==> src/rtl/osd_pkg.sv <==
package osd_pkg;
  localparam int ROWS       = 10;
  localparam int COLS       = 24;
  localparam int CELL_W     = 12;
  localparam int CELL_H     = 16;
  localparam int CODE_W     = 8;
  localparam int GLYPH_BITS = 7;
  localparam int ADDR_W     = 9;
  localparam int CELLS      = ROWS * COLS;
  localparam int ROW_W      = $clog2(ROWS + 1);
  localparam int COL_W      = $clog2(COLS + 1);
  localparam int LINE_W     = $clog2(CELL_H);
  localparam int DOT_W      = $clog2(CELL_W);
  localparam int REP_W      = 4;
  localparam int SIZE_W     = 2 * ROWS;
  localparam int POS_W      = 8;
  localparam int CNT_W      = 10;

  typedef struct packed {
    logic tall;
    logic wide;
  } row_size_t;

  // Character table, computed: code 0 is blank, else a pattern built from code and line.
  function automatic logic [CELL_W-1:0] glyph_row(input logic [CODE_W-1:0] code,
                                                  input logic [LINE_W-1:0] gl);
    logic [GLYPH_BITS-1:0] c;
    c = code[GLYPH_BITS-1:0];
    if (c == '0) return '0;
    return {c[3:0], gl, c[6:4], 1'b1};
  endfunction

  function automatic logic [ADDR_W-1:0] cell_addr(input logic [ROW_W-1:0] r,
                                                  input logic [COL_W-1:0] c);
    return ADDR_W'(r) * ADDR_W'(COLS) + ADDR_W'(c);
  endfunction

  function automatic logic [REP_W-1:0] line_reps(input logic [1:0] rep, input logic tall);
    logic [REP_W-1:0] base;
    base = REP_W'(rep) + REP_W'(1);
    return tall ? (base << 1) : base;
  endfunction

  function automatic row_size_t size_of(input logic [SIZE_W-1:0] v, input logic [ROW_W-1:0] r);
    if (32'(r) >= ROWS) return '0;
    return row_size_t'(v[2*32'(r) +: 2]);
  endfunction
endpackage

==> src/rtl/osd_fall_det.sv <==
module osd_fall_det (
  input  logic clk,
  input  logic rst_n,
  input  logic level_n,
  output logic fall
);
  logic prev_q;

  always_ff @(posedge clk or negedge rst_n) begin
    if (!rst_n) prev_q <= 1'b1;
    else        prev_q <= level_n;
  end

  assign fall = prev_q & ~level_n;

  // an edge is reported for one clock only
  assert_fall_single_R4: assert property (@(posedge clk) disable iff (!rst_n)
    fall |=> !fall);
endmodule

==> src/rtl/osd_code_ram.sv <==
module osd_code_ram
  import osd_pkg::*;
#(
  parameter int DEPTH = CELLS,
  parameter int AW    = ADDR_W,
  parameter int DW    = CODE_W
) (
  input  logic          clk,
  input  logic          rst_n,
  input  logic          wr_en,
  input  logic [AW-1:0] wr_addr,
  input  logic [DW-1:0] wr_data,
  input  logic [AW-1:0] rd_addr,
  output logic [DW-1:0] rd_data
);
  localparam int IW = $clog2(DEPTH);

  logic [DW-1:0] mem [DEPTH];
  logic          wr_ok;

  assign wr_ok = wr_en && (wr_addr < AW'(DEPTH));

  always_ff @(posedge clk) begin
    if (wr_ok) mem[wr_addr[IW-1:0]] <= wr_data;
  end

  assign rd_data = (rd_addr < AW'(DEPTH)) ? mem[rd_addr[IW-1:0]] : '0;

  assert_ram_write_R2: assert property (@(posedge clk) disable iff (!rst_n)
    wr_ok |=> (mem[$past(wr_addr[IW-1:0])] == $past(wr_data)));
endmodule

==> src/rtl/osd_vtrack.sv <==
module osd_vtrack
  import osd_pkg::*;
(
  input  logic              clk,
  input  logic              rst_n,
  input  logic              hfall,
  input  logic              vfall,
  input  logic [POS_W-1:0]  v_start,
  input  logic [1:0]        line_rep,
  input  logic [SIZE_W-1:0] row_size,
  output logic [ROW_W-1:0]  vrow,
  output logic [LINE_W-1:0] gline,
  output logic              vact
);
  logic [CNT_W-1:0] line_cnt;
  logic [REP_W-1:0] rep;
  logic [REP_W-1:0] reps;
  row_size_t        cur;

  assign cur  = size_of(row_size, vrow);
  assign reps = line_reps(line_rep, cur.tall);
  assign vact = (line_cnt >= CNT_W'(v_start)) && (vrow < ROW_W'(ROWS));

  always_ff @(posedge clk or negedge rst_n) begin
    if (!rst_n) begin
      line_cnt <= '0;
      vrow     <= ROW_W'(ROWS);
      gline    <= '0;
      rep      <= '0;
    end else if (vfall) begin
      line_cnt <= '0;
      vrow     <= '0;
      gline    <= '0;
      rep      <= '0;
    end else if (hfall) begin
      if (line_cnt != '1) line_cnt <= line_cnt + CNT_W'(1);
      if (vact) begin
        if (rep + REP_W'(1) < reps) begin
          rep <= rep + REP_W'(1);
        end else begin
          rep <= '0;
          if (gline == LINE_W'(CELL_H - 1)) begin
            gline <= '0;
            vrow  <= vrow + ROW_W'(1);
          end else begin
            gline <= gline + LINE_W'(1);
          end
        end
      end
    end
  end

  assert_vsync_home_R5: assert property (@(posedge clk) disable iff (!rst_n)
    vfall |=> (vrow == '0 && gline == '0));

  assert_line_hold_R5: assert property (@(posedge clk) disable iff (!rst_n)
    (!hfall && !vfall) |=> ($stable(vrow) && $stable(gline)));
endmodule

==> src/rtl/osd_dot_shifter.sv <==
module osd_dot_shifter
  import osd_pkg::*;
(
  input  logic              clk,
  input  logic              rst_n,
  input  logic              hfall,
  input  logic              vact,
  input  logic [ROW_W-1:0]  vrow,
  input  logic [LINE_W-1:0] gline,
  input  logic [SIZE_W-1:0] row_size,
  input  logic [POS_W-1:0]  h_start,
  input  logic [CODE_W-1:0] rd_data,
  output logic [ADDR_W-1:0] rd_addr,
  output logic              dot_on,
  output logic              hact,
  output logic [COL_W-1:0]  hcol
);
  logic [CNT_W-1:0]  dot_cnt;
  logic [DOT_W-1:0]  hdot;
  logic              hsub;
  logic [CELL_W-1:0] shreg;
  logic              wide, start, last_dot, last_col;
  logic [COL_W-1:0]  fetch_col;
  row_size_t         cur;

  assign cur       = size_of(row_size, vrow);
  assign wide      = cur.wide;
  assign start     = !hact && vact && (dot_cnt == CNT_W'(h_start));
  assign last_dot  = (hdot == DOT_W'(CELL_W - 1));
  assign last_col  = (hcol == COL_W'(COLS - 1));
  assign fetch_col = hact ? hcol + COL_W'(1) : '0;
  assign rd_addr   = cell_addr(vrow, fetch_col);
  assign dot_on    = hact & shreg[CELL_W-1];

  always_ff @(posedge clk or negedge rst_n) begin
    if (!rst_n) begin
      dot_cnt <= '0;
      hact    <= 1'b0;
      hcol    <= '0;
      hdot    <= '0;
      hsub    <= 1'b0;
      shreg   <= '0;
    end else if (hfall) begin
      dot_cnt <= '0;
      hact    <= 1'b0;
      hsub    <= 1'b0;
    end else begin
      if (dot_cnt != '1) dot_cnt <= dot_cnt + CNT_W'(1);
      if (start) begin
        hact  <= 1'b1;
        hcol  <= '0;
        hdot  <= '0;
        hsub  <= 1'b0;
        shreg <= glyph_row(rd_data, gline);
      end else if (hact) begin
        if (wide && !hsub) begin
          hsub <= 1'b1;
        end else begin
          hsub <= 1'b0;
          if (!last_dot) begin
            hdot  <= hdot + DOT_W'(1);
            shreg <= shreg << 1;
          end else if (!last_col) begin
            hdot  <= '0;
            hcol  <= hcol + COL_W'(1);
            shreg <= glyph_row(rd_data, gline);
          end else begin
            hact <= 1'b0;
          end
        end
      end
    end
  end

  assert_hsync_clear_R4: assert property (@(posedge clk) disable iff (!rst_n)
    hfall |=> (!hact && !hsub));

  assert_col_bound_R9: assert property (@(posedge clk) disable iff (!rst_n)
    hact |-> (hcol < COL_W'(COLS)));

  assert_wide_hold_R8: assert property (@(posedge clk) disable iff (!rst_n)
    (hact && wide && !hsub && !hfall) |=>
      (hact && hdot == $past(hdot) && hcol == $past(hcol)));
endmodule

==> src/rtl/osd_raster_gen.sv <==
module osd_raster_gen
  import osd_pkg::*;
(
  input  logic              clk,
  input  logic              rst_n,
  input  logic              hflb_n,
  input  logic              vflb_n,
  input  logic              wr_en,
  input  logic [ADDR_W-1:0] wr_addr,
  input  logic [CODE_W-1:0] wr_data,
  input  logic [POS_W-1:0]  h_start,
  input  logic [POS_W-1:0]  v_start,
  input  logic [1:0]        line_rep,
  input  logic [SIZE_W-1:0] row_size,
  output logic              dot_on,
  output logic              in_frame,
  output logic [ROW_W-1:0]  char_row,
  output logic [COL_W-1:0]  char_col
);
  logic              hfall, vfall, vact, hact;
  logic [ROW_W-1:0]  vrow;
  logic [LINE_W-1:0] gline;
  logic [ADDR_W-1:0] rd_addr;
  logic [CODE_W-1:0] rd_data;
  logic [COL_W-1:0]  hcol;

  osd_fall_det u_hdet (.clk(clk), .rst_n(rst_n), .level_n(hflb_n), .fall(hfall));
  osd_fall_det u_vdet (.clk(clk), .rst_n(rst_n), .level_n(vflb_n), .fall(vfall));

  osd_vtrack u_vtrack (
    .clk(clk), .rst_n(rst_n), .hfall(hfall), .vfall(vfall),
    .v_start(v_start), .line_rep(line_rep), .row_size(row_size),
    .vrow(vrow), .gline(gline), .vact(vact)
  );

  osd_code_ram u_ram (
    .clk(clk), .rst_n(rst_n), .wr_en(wr_en), .wr_addr(wr_addr), .wr_data(wr_data),
    .rd_addr(rd_addr), .rd_data(rd_data)
  );

  osd_dot_shifter u_shift (
    .clk(clk), .rst_n(rst_n), .hfall(hfall), .vact(vact), .vrow(vrow), .gline(gline),
    .row_size(row_size), .h_start(h_start), .rd_data(rd_data), .rd_addr(rd_addr),
    .dot_on(dot_on), .hact(hact), .hcol(hcol)
  );

  assign in_frame = hact;
  assign char_row = vrow;
  assign char_col = hcol;
endmodule

==> config.mk <==
export PLATFORM = sky130hd
export DESIGN_NAME = osd_raster_gen
export DESIGN_NICKNAME = d
export VERILOG_FILES = /design/src/rtl/osd_pkg.sv /design/src/rtl/osd_fall_det.sv /design/src/rtl/osd_code_ram.sv /design/src/rtl/osd_vtrack.sv /design/src/rtl/osd_dot_shifter.sv /design/src/rtl/osd_raster_gen.sv
export SDC_FILE = /design/constraint.sdc
export NUM_CORES = 2
export LEC_CHECK = 0
export ABC_AREA = 1
export BUFFER_PORTS_ARGS = -buffer_cell sky130_fd_sc_hd__buf_2
export CAP_MARGIN = 40
export CORE_ASPECT_RATIO = 1.4
export CORE_UTILIZATION = 63
export CTS_CLUSTER_DIAMETER = 120
export DETAILED_ROUTE_END_ITERATION = 16
export PLACE_DENSITY = 0.76
export SYNTH_ARGS = -nofsm -noshare
export SYNTH_HDL_FRONTEND = slang
export SYNTH_SLANG_ARGS = --single-unit
==> constraint.sdc <==
create_clock -name clk -period 3.94 [get_ports clk]
set_input_delay 0.788 -clock clk [delete_from_list [all_inputs] [get_ports clk]]
set_output_delay 0.788 -clock clk [all_outputs]
set_load 0.05 [all_outputs]
Word-level counts from Yosys, hierarchy flattened
Memory sizes are Yosys's and may differ from the RTL's.
Cells that the tools add are included.
{"block": "totals", "reg_bits": 57, "latch_bits": 0, "ramBits": 1920, "mem_bits_ro": 0, "in_bits": 60, "word_cells": 132, "memories": 1}
{"memory": "u_ram.mem", "depth": 240, "width": 8, "read_ports": 1, "rd_ports_with_merged_regs": 0, "wr": 1, "line": "osd_code_ram.sv:18", "rtl": "logic [DW-1:0] mem [DEPTH];"}
{"block": "op_classes", "n_addsub": 9, "n_mul": 1, "div_mod_pow": 0, "n_lt_le_gt_ge": 6, "eq_ne": 10, "shifts": 1, "muxes": 64, "bitwise": 6, "reduce_logical": 22}
{"operator": "two-way mux 12 bit", "n": 8}
{"operator": "two-way mux 4 bit", "n": 20}
{"operator": "two-way mux 10 bit", "n": 5}
{"operator": "two-way mux 5 bit", "n": 6}
{"operator": "two-way mux 1 bit", "n": 22}
{"operator": "adder 10 x 1 -> 10 bit (second input constant)", "n": 2}
{"operator": "inequality test 10 bit (second input constant)", "n": 2}
{"operator": "variable part select 20 x 6 -> 2 bit", "n": 1}
{"operator": "< comparator 9 x 8 -> 1 bit (second input constant)", "n": 2}
{"operator": "adder 4 x 1 -> 4 bit (second input constant)", "n": 4}
{"operator": "nonzero test 2 bit", "n": 7}
{"operator": "== test 10 x 8 -> 1 bit", "n": 1}
{"operator": "greater-or-equal comparator 10 x 8 -> 1 bit", "n": 1}
{"operator": "adder 9 x 5 -> 9 bit", "n": 1}
{"operator": "== test 4 bit (second input constant)", "n": 2}
{"operator": "AND reduction 4 bit", "n": 2}
{"operator": "logical NOT 7 bit", "n": 1}
{"operator": "two-way mux 7 bit", "n": 1}
{"operator": "multiplier 4 x 2 -> 6 bit (second input constant)", "n": 1}
{"operator": "adder 5 x 1 -> 5 bit (second input constant)", "n": 1}
{"operator": "== test 5 bit (second input constant)", "n": 1}
{"operator": "logical AND 1 bit", "n": 5}
{"operator": "AND reduction 5 bit", "n": 1}
{"operator": "greater-or-equal comparator 4 bit (second input constant)", "n": 1}
{"operator": "13 further kinds", "n": 21}

Longest topological paths before layout
{"block": "depth", "depth_word": 19, "mapped_depth": 24, "mapped_depth_nobuf": 24}

Cells and area by module
From an unflattened synthesis, not the netlist that was laid out.
{"block": "hier_totals", "hier_cells": 7875, "area_unflattened_um2": 84417.2}
{"module": "osd_code_ram", "instances": 1, "cells_each": 7248, "area_per_inst_um2": 79921.7, "seq_area_each_um2": 57655.3}
{"module": "osd_dot_shifter", "instances": 1, "cells_each": 381, "area_per_inst_um2": 2627.5, "seq_area_each_um2": 825.8}
{"module": "osd_vtrack", "instances": 1, "cells_each": 240, "area_per_inst_um2": 1795.5, "seq_area_each_um2": 553.0}
{"module": "osd_fall_det", "instances": 2, "cells_each": 3, "area_per_inst_um2": 36.3, "seq_area_each_um2": 26.3}

Least setup slack after synthesis
No wires, ideal clock.
{"block": "synth_timing", "kind": "register -> register", "from": "register u_shift.hcol[0]", "to": "register u_shift.shreg[4]", "setup_ns": 0.077, "arrival_ns": 3.466, "t_required_ns": 3.863, "setup_slack_ns": 0.397, "stages_incl_launch_ff": 21, "path_buffers": 4, "synth_period_minus_slack_ns": 3.543, "cell_sequence": "dfrtp_1 > buf_4 > nand3_1 > xor2_1 > nor2_1 > ha_1 > inv_1 > fa_1 > clkbuf_1 > clkbuf_1 > clkbuf_1 > nand3_1 > nand3_1 > nand3_1 > nand3_1 > nand2_1 > nor2_1 > nor2_1 > nand2_2 > nand2_1 > a21oi_1"}
{"block": "synth_between", "elab_chain_len": 19, "elab_cells_between_ends": 26, "cone_classes": "add/sub (2); order compare (1); eq/ne (2); mux (18); reduce/logical (2); memory (1)"}
{"element": "from (decl)", "line": "osd_dot_shifter.sv:16", "rtl": "output logic [COL_W-1:0] hcol"}
{"element": "from (signal assigned)", "line": "osd_dot_shifter.sv:65", "rtl": "hcol <= hcol + COL_W'(1);"}
{"element": "adder 5 x 1 -> 5 bit", "line": "osd_dot_shifter.sv:31", "rtl": "assign fetch_col = hact ? hcol + COL_W'(1) : '0;"}
{"element": "two-way mux 5 bit", "line": "osd_dot_shifter.sv:31"}
{"element": "adder 9 x 5 -> 9 bit", "line": "osd_pkg.sv:35", "rtl": "return ADDR_W'(r) * ADDR_W'(COLS) + ADDR_W'(c);"}
{"element": "memory read (240 x 8 bit) / < comparator 9 x 8 -> 1 bit (equally long branches)"}
{"element": "two-way mux 7 bit", "line": "osd_code_ram.sv:27", "rtl": "assign rd_data = (rd_addr < AW'(DEPTH)) ? mem[rd_addr[IW-1:0]] : '0;"}
{"element": "logical NOT 7 bit", "line": "osd_pkg.sv:29", "rtl": "if (c == '0) return '0;"}
{"element": "two-way mux 1 bit", "line": "osd_pkg.sv:29"}
{"element": "two-way mux 1 bit", "line": "osd_dot_shifter.sv:63", "rtl": "end else if (!last_col) begin"}
{"element": "[3 not listed]"}
{"element": "two-way mux 1 bit", "line": "osd_dot_shifter.sv:49", "rtl": "if (start) begin"}
{"element": "two-way mux 1 bit", "line": "osd_dot_shifter.sv:43", "rtl": "end else if (hfall) begin"}
{"element": "two-way mux 12 bit", "line": "osd_pkg.sv:30", "rtl": "return {c[3:0], gl, c[6:4], 1'b1};"}
{"element": "two-way mux 12 bit", "line": "osd_dot_shifter.sv:63"}
{"element": "two-way mux 12 bit", "line": "osd_dot_shifter.sv:60", "rtl": "if (!last_dot) begin"}
{"element": "two-way mux 12 bit", "line": "osd_dot_shifter.sv:56", "rtl": "if (wide && !hsub) begin"}
{"element": "two-way mux 12 bit", "line": "osd_dot_shifter.sv:55", "rtl": "end else if (hact) begin"}
{"element": "two-way mux 12 bit", "line": "osd_dot_shifter.sv:49"}
{"element": "to (signal assigned)", "line": "osd_dot_shifter.sv:54", "rtl": "shreg <= glyph_row(rd_data, gline);"}
{"element": "to (signal assigned)", "line": "osd_dot_shifter.sv:62", "rtl": "shreg <= shreg << 1;"}
{"element": "to (signal assigned)", "line": "osd_dot_shifter.sv:66", "rtl": "shreg <= glyph_row(rd_data, gline);"}
{"element": "to (decl)", "line": "osd_dot_shifter.sv:21", "rtl": "logic [CELL_W-1:0] shreg;"}
Parallel ways exist; a longest one is shown, timed or not. The select of a mux whose other input is x is not followed.
A chain may end at the register's enable or synchronous reset.

Worst setup path in the final report
{"block": "layout_timing", "from": "register u_shift.hcol[2]", "to": "register u_shift.shreg[6]"}
The elaborated chain is that of the path after synthesis.

==> qor.txt <==
Syn nets = 6,507
Fraction of registers with async set/reset = 3.28%
Worst-Margin Slew = 0.907 ns
Cell type with the largest total area after synthesis = edfxtp_1
Crit share post-route = 96.5%
Row cnt = 147
Num CTS Buffers = 155
CP Capture Type = register
Drt total wl = 191 mm
Synth Area in Simple Gates = 22.7%
Setup Crit Path Kind = register to register
Vias in the first global route = 48,000
Antenna violations before repair = 2
Slew headroom = 39.5%
Final HPWL DP = 115 mm
First-pass DRT Iterations = 8
CP Cell Sequence = nand3_1 > xor2_1 > nor2_2 > ha_4 > inv_1 > fa_2 > inv_4 > buf_12 > nand3_1 > nand3_1 > nand3_1 > nand3_1 > nand3_1 > nand2_1 > nor2_1 > nand2_2 > nand2_1 > a21oi_1
Final Max Slew Viols = 0
Hold WS = 0.117 ns
Root Driver = clkbuf_16
Synth Instances = 6,420
Status = finished clean
Mapped Area = 0.0728 mm²
Worst R2R Setup Slack = 0.14 ns
Number of H-tree levels = 4
Mean Syn Cell Area = 11.3 µm²
Top Ports = 71
CTS tree = done
Synth cell types = 51
Worst path max stage delay = 0.72 ns
Clock buffer depth = 3
Max stage delay cell, worst path = fa_2
Mux cell area share after synthesis = 0.0137%
Max cap viols = 0
Overflow after GRT = 0
Critical path arrival = 4.45 ns
Die Ht = 404 µm
Final hold vios = 0
Final GP Congestion = 1.05
Initial Util = 63.6%
Reg-to-Reg Start = u_shift.hcol[2]
Worst skew pair latency = 0.79 ns
R2R cell count = 18
Power Density = 521 mW/mm²
Drt drc = 0
Worst setup SP type = register
Req. time, crit path = 4.59 ns
Post-synth EDFFs = 1,680
GRT Util Overall = 32.8%
WL/cell = 23.8 µm
Xor and xnor area share after synthesis = 0.227%
CTS clk-pin slew, worst paths = 0.06 ns
Seq/Total Area, Yosys = 71.2%
Number of synthesized register bits = 1,737
Yosys warns = 0
Adder-Cell Fraction of Synth Area = 0.484%
Area Overhead vs Synth = 10.4%
Post-DR vias/cell = 6.26
Top post-synthesis cells by area = edfxtp_1, nand3_1, nand2_1, buf_2, dfrtp_1
VDD IR-drop max = 0.575 mV
Synth Flop Type = edfxtp_1
Die Footprint = 0.117 mm²
Routed via count = 50,300
Critical path's most frequent cell = nand3_1
First-pass GRT wire length = 283 mm
# clock sinks = 1,737
WHS Path Cells = 1
CP max FO = 29
Lkg Pwr = 29.1 nW
Largest family of logic cells by synthesized area = simple AND/OR/NAND/NOR gates
Setup repair after global routing missed its margin = no
Final Critical Period = 3.80 ns
Min-delay src = hflb_n
Die W = 289 µm
Share of cells above drive strength 1 = 7.83%
Final Setup Violations = 0
Clk_skew = 0.0308 ns
First DRT Iteration DRCs = 7,301
Pin count of the biggest net entering global routing = 118
Setup_tns = 0 ns
ANT nets after route = 0
Achievable Freq = 263 MHz
Reg-to-Reg End = u_shift.shreg[6]
Hold Path Sink = u_hdet.prev_q
Core region area = 0.115 mm²
WP buf/inv = 3
Worst hold-check path type = input pin to register
Most frequent cells in the layout = nand2_1, edfxtp_1, nand3_1, nor2_1, inv_1
Most common cell after layout, fill and taps aside = nand2_1
Crit path max-delay family = simple AND/OR/NAND/NOR gates
Port bufs = 69
Post-layout net count = 6,508
Share of the synthesized area in the top cell type = 69.3%
Compound-Gate Fraction of Synth Area = 1.45%
## through the flow
step           power, mW  setup WS (ns)  utilization (%)  instances  instance area, µm²
2_1_floorplan       23.9          0.397                -       6420               72800
4_1_cts             41.5         0.0237             70.2       8032               80400
3_3_place_gp        26.8         0.0886             65.8       7750               75400
6_report            41.9          0.137             70.2       8035               80400
5_1_grt             42.8         0.0380             70.2       8032               80400
3_5_place_dp        26.9         0.0781             65.8       7753               75400
## flip-flops by register name, summed over array words and instances, names as in the netlist
signal	cells
u_vtrack.rep	4
u_vtrack.vrow	4
u_shift.shreg	12
u_ram.mem	1680
u_shift.hdot	4
u_vtrack.gline	4
u_vtrack.line_cnt	10
u_shift.hcol	5
u_vdet.prev_q	1
u_shift.hsub	1
u_shift.hact	1
u_shift.dot_cnt	10
u_hdet.prev_q	1
## how the worst max path moves through the flow
stage	startpoint	end	slack (ns)	cells past startpoint
2_1_floorplan	u_shift.hcol[0]	u_shift.shreg[4]	0.40	20
6_report	u_shift.hcol[2]	u_shift.shreg[6]	0.14	18
3_3_place_gp	u_shift.hcol[2]	u_shift.shreg[6]	0.09	19
5_1_grt	u_shift.hcol[2]	u_shift.shreg[7]	0.04	18
3_5_place_dp	u_shift.hcol[2]	u_shift.shreg[7]	0.08	19
4_1_cts	u_shift.hcol[2]	u_shift.shreg[6]	0.02	19
## area by class of cell
class / instances / area [µm²]
antenna: 3 / 7.51
fill: 7566 / 34200
sequential: 1737 / 51900
clock buffer: 191 / 4140
clock inverter: 87 / 825
timing repair buffer: 258 / 2690
inverter: 212 / 818
multi-input combinational: 4057 / 18200
tap: 1490 / 1860
## metal layers
metal	part of all wire, %	vias up	GRT usage [%]
met3	11	618	5.92
met1	34	24000	41.1
met4	5.9	4	18.3
met2	49	3211	54.0
li1	-	22500	-
met5	0.0094	-	0
## synth_stat cells, types with 2 or more instances
cell type,instances
a211oi_1,2
fa_1,2
nand3_1,1623
ha_1,25
inv_1,205
edfxtp_1,1680
o21ai_0,36
dfstp_2,4
nand2_4,3
buf_6,5
nor2_1,352
o22ai_1,5
buf_4,23
nand4_1,16
nand2_1,1797
buf_1,19
xor2_1,11
nand2_2,2
or2_1,2
xnor2_1,6
nor3_1,10
nor2_8,2
o211ai_1,25
dfrtp_1,53
a21oi_1,99
a32o_1,2
o21ai_1,10
inv_2,6
clkbuf_1,89
or2_2,5
buf_2,278
nor4_1,4
## cell families (layout without fill, tap and decap cells)
family                   Yosys count  in the layout
AND/OR/NAND/NOR                 3823           3823
flip-flops                      1737           1737
AO/OA/AOI/OAI                    188            188
other                              0              3
multiplexers                       1              1
XOR/XNOR                          18             18
adder cells (fa/ha/maj)           27             27
buffers and inverters            626            748
## power breakdown
group	internal (mW)	total, mW	switching (mW)	leakage [nW]
logic	1.68	6.39	4.72	10.9
clock network	8.35	15.0	6.61	2.43
registers	20.4	20.5	0.139	15.8
total	30.4	41.9	11.5	29.1
## what timing repair did
action / 4_1_cts / 5_1_grt
gates resized for setup: 0 / 7
endpoints found under the hold margin: 2 / 0
setup endpoints to repair: 0 / 6
setup buffers: 0 / 0
hold buffers: 1 / 0
Power figures use the tool's default switching activity.
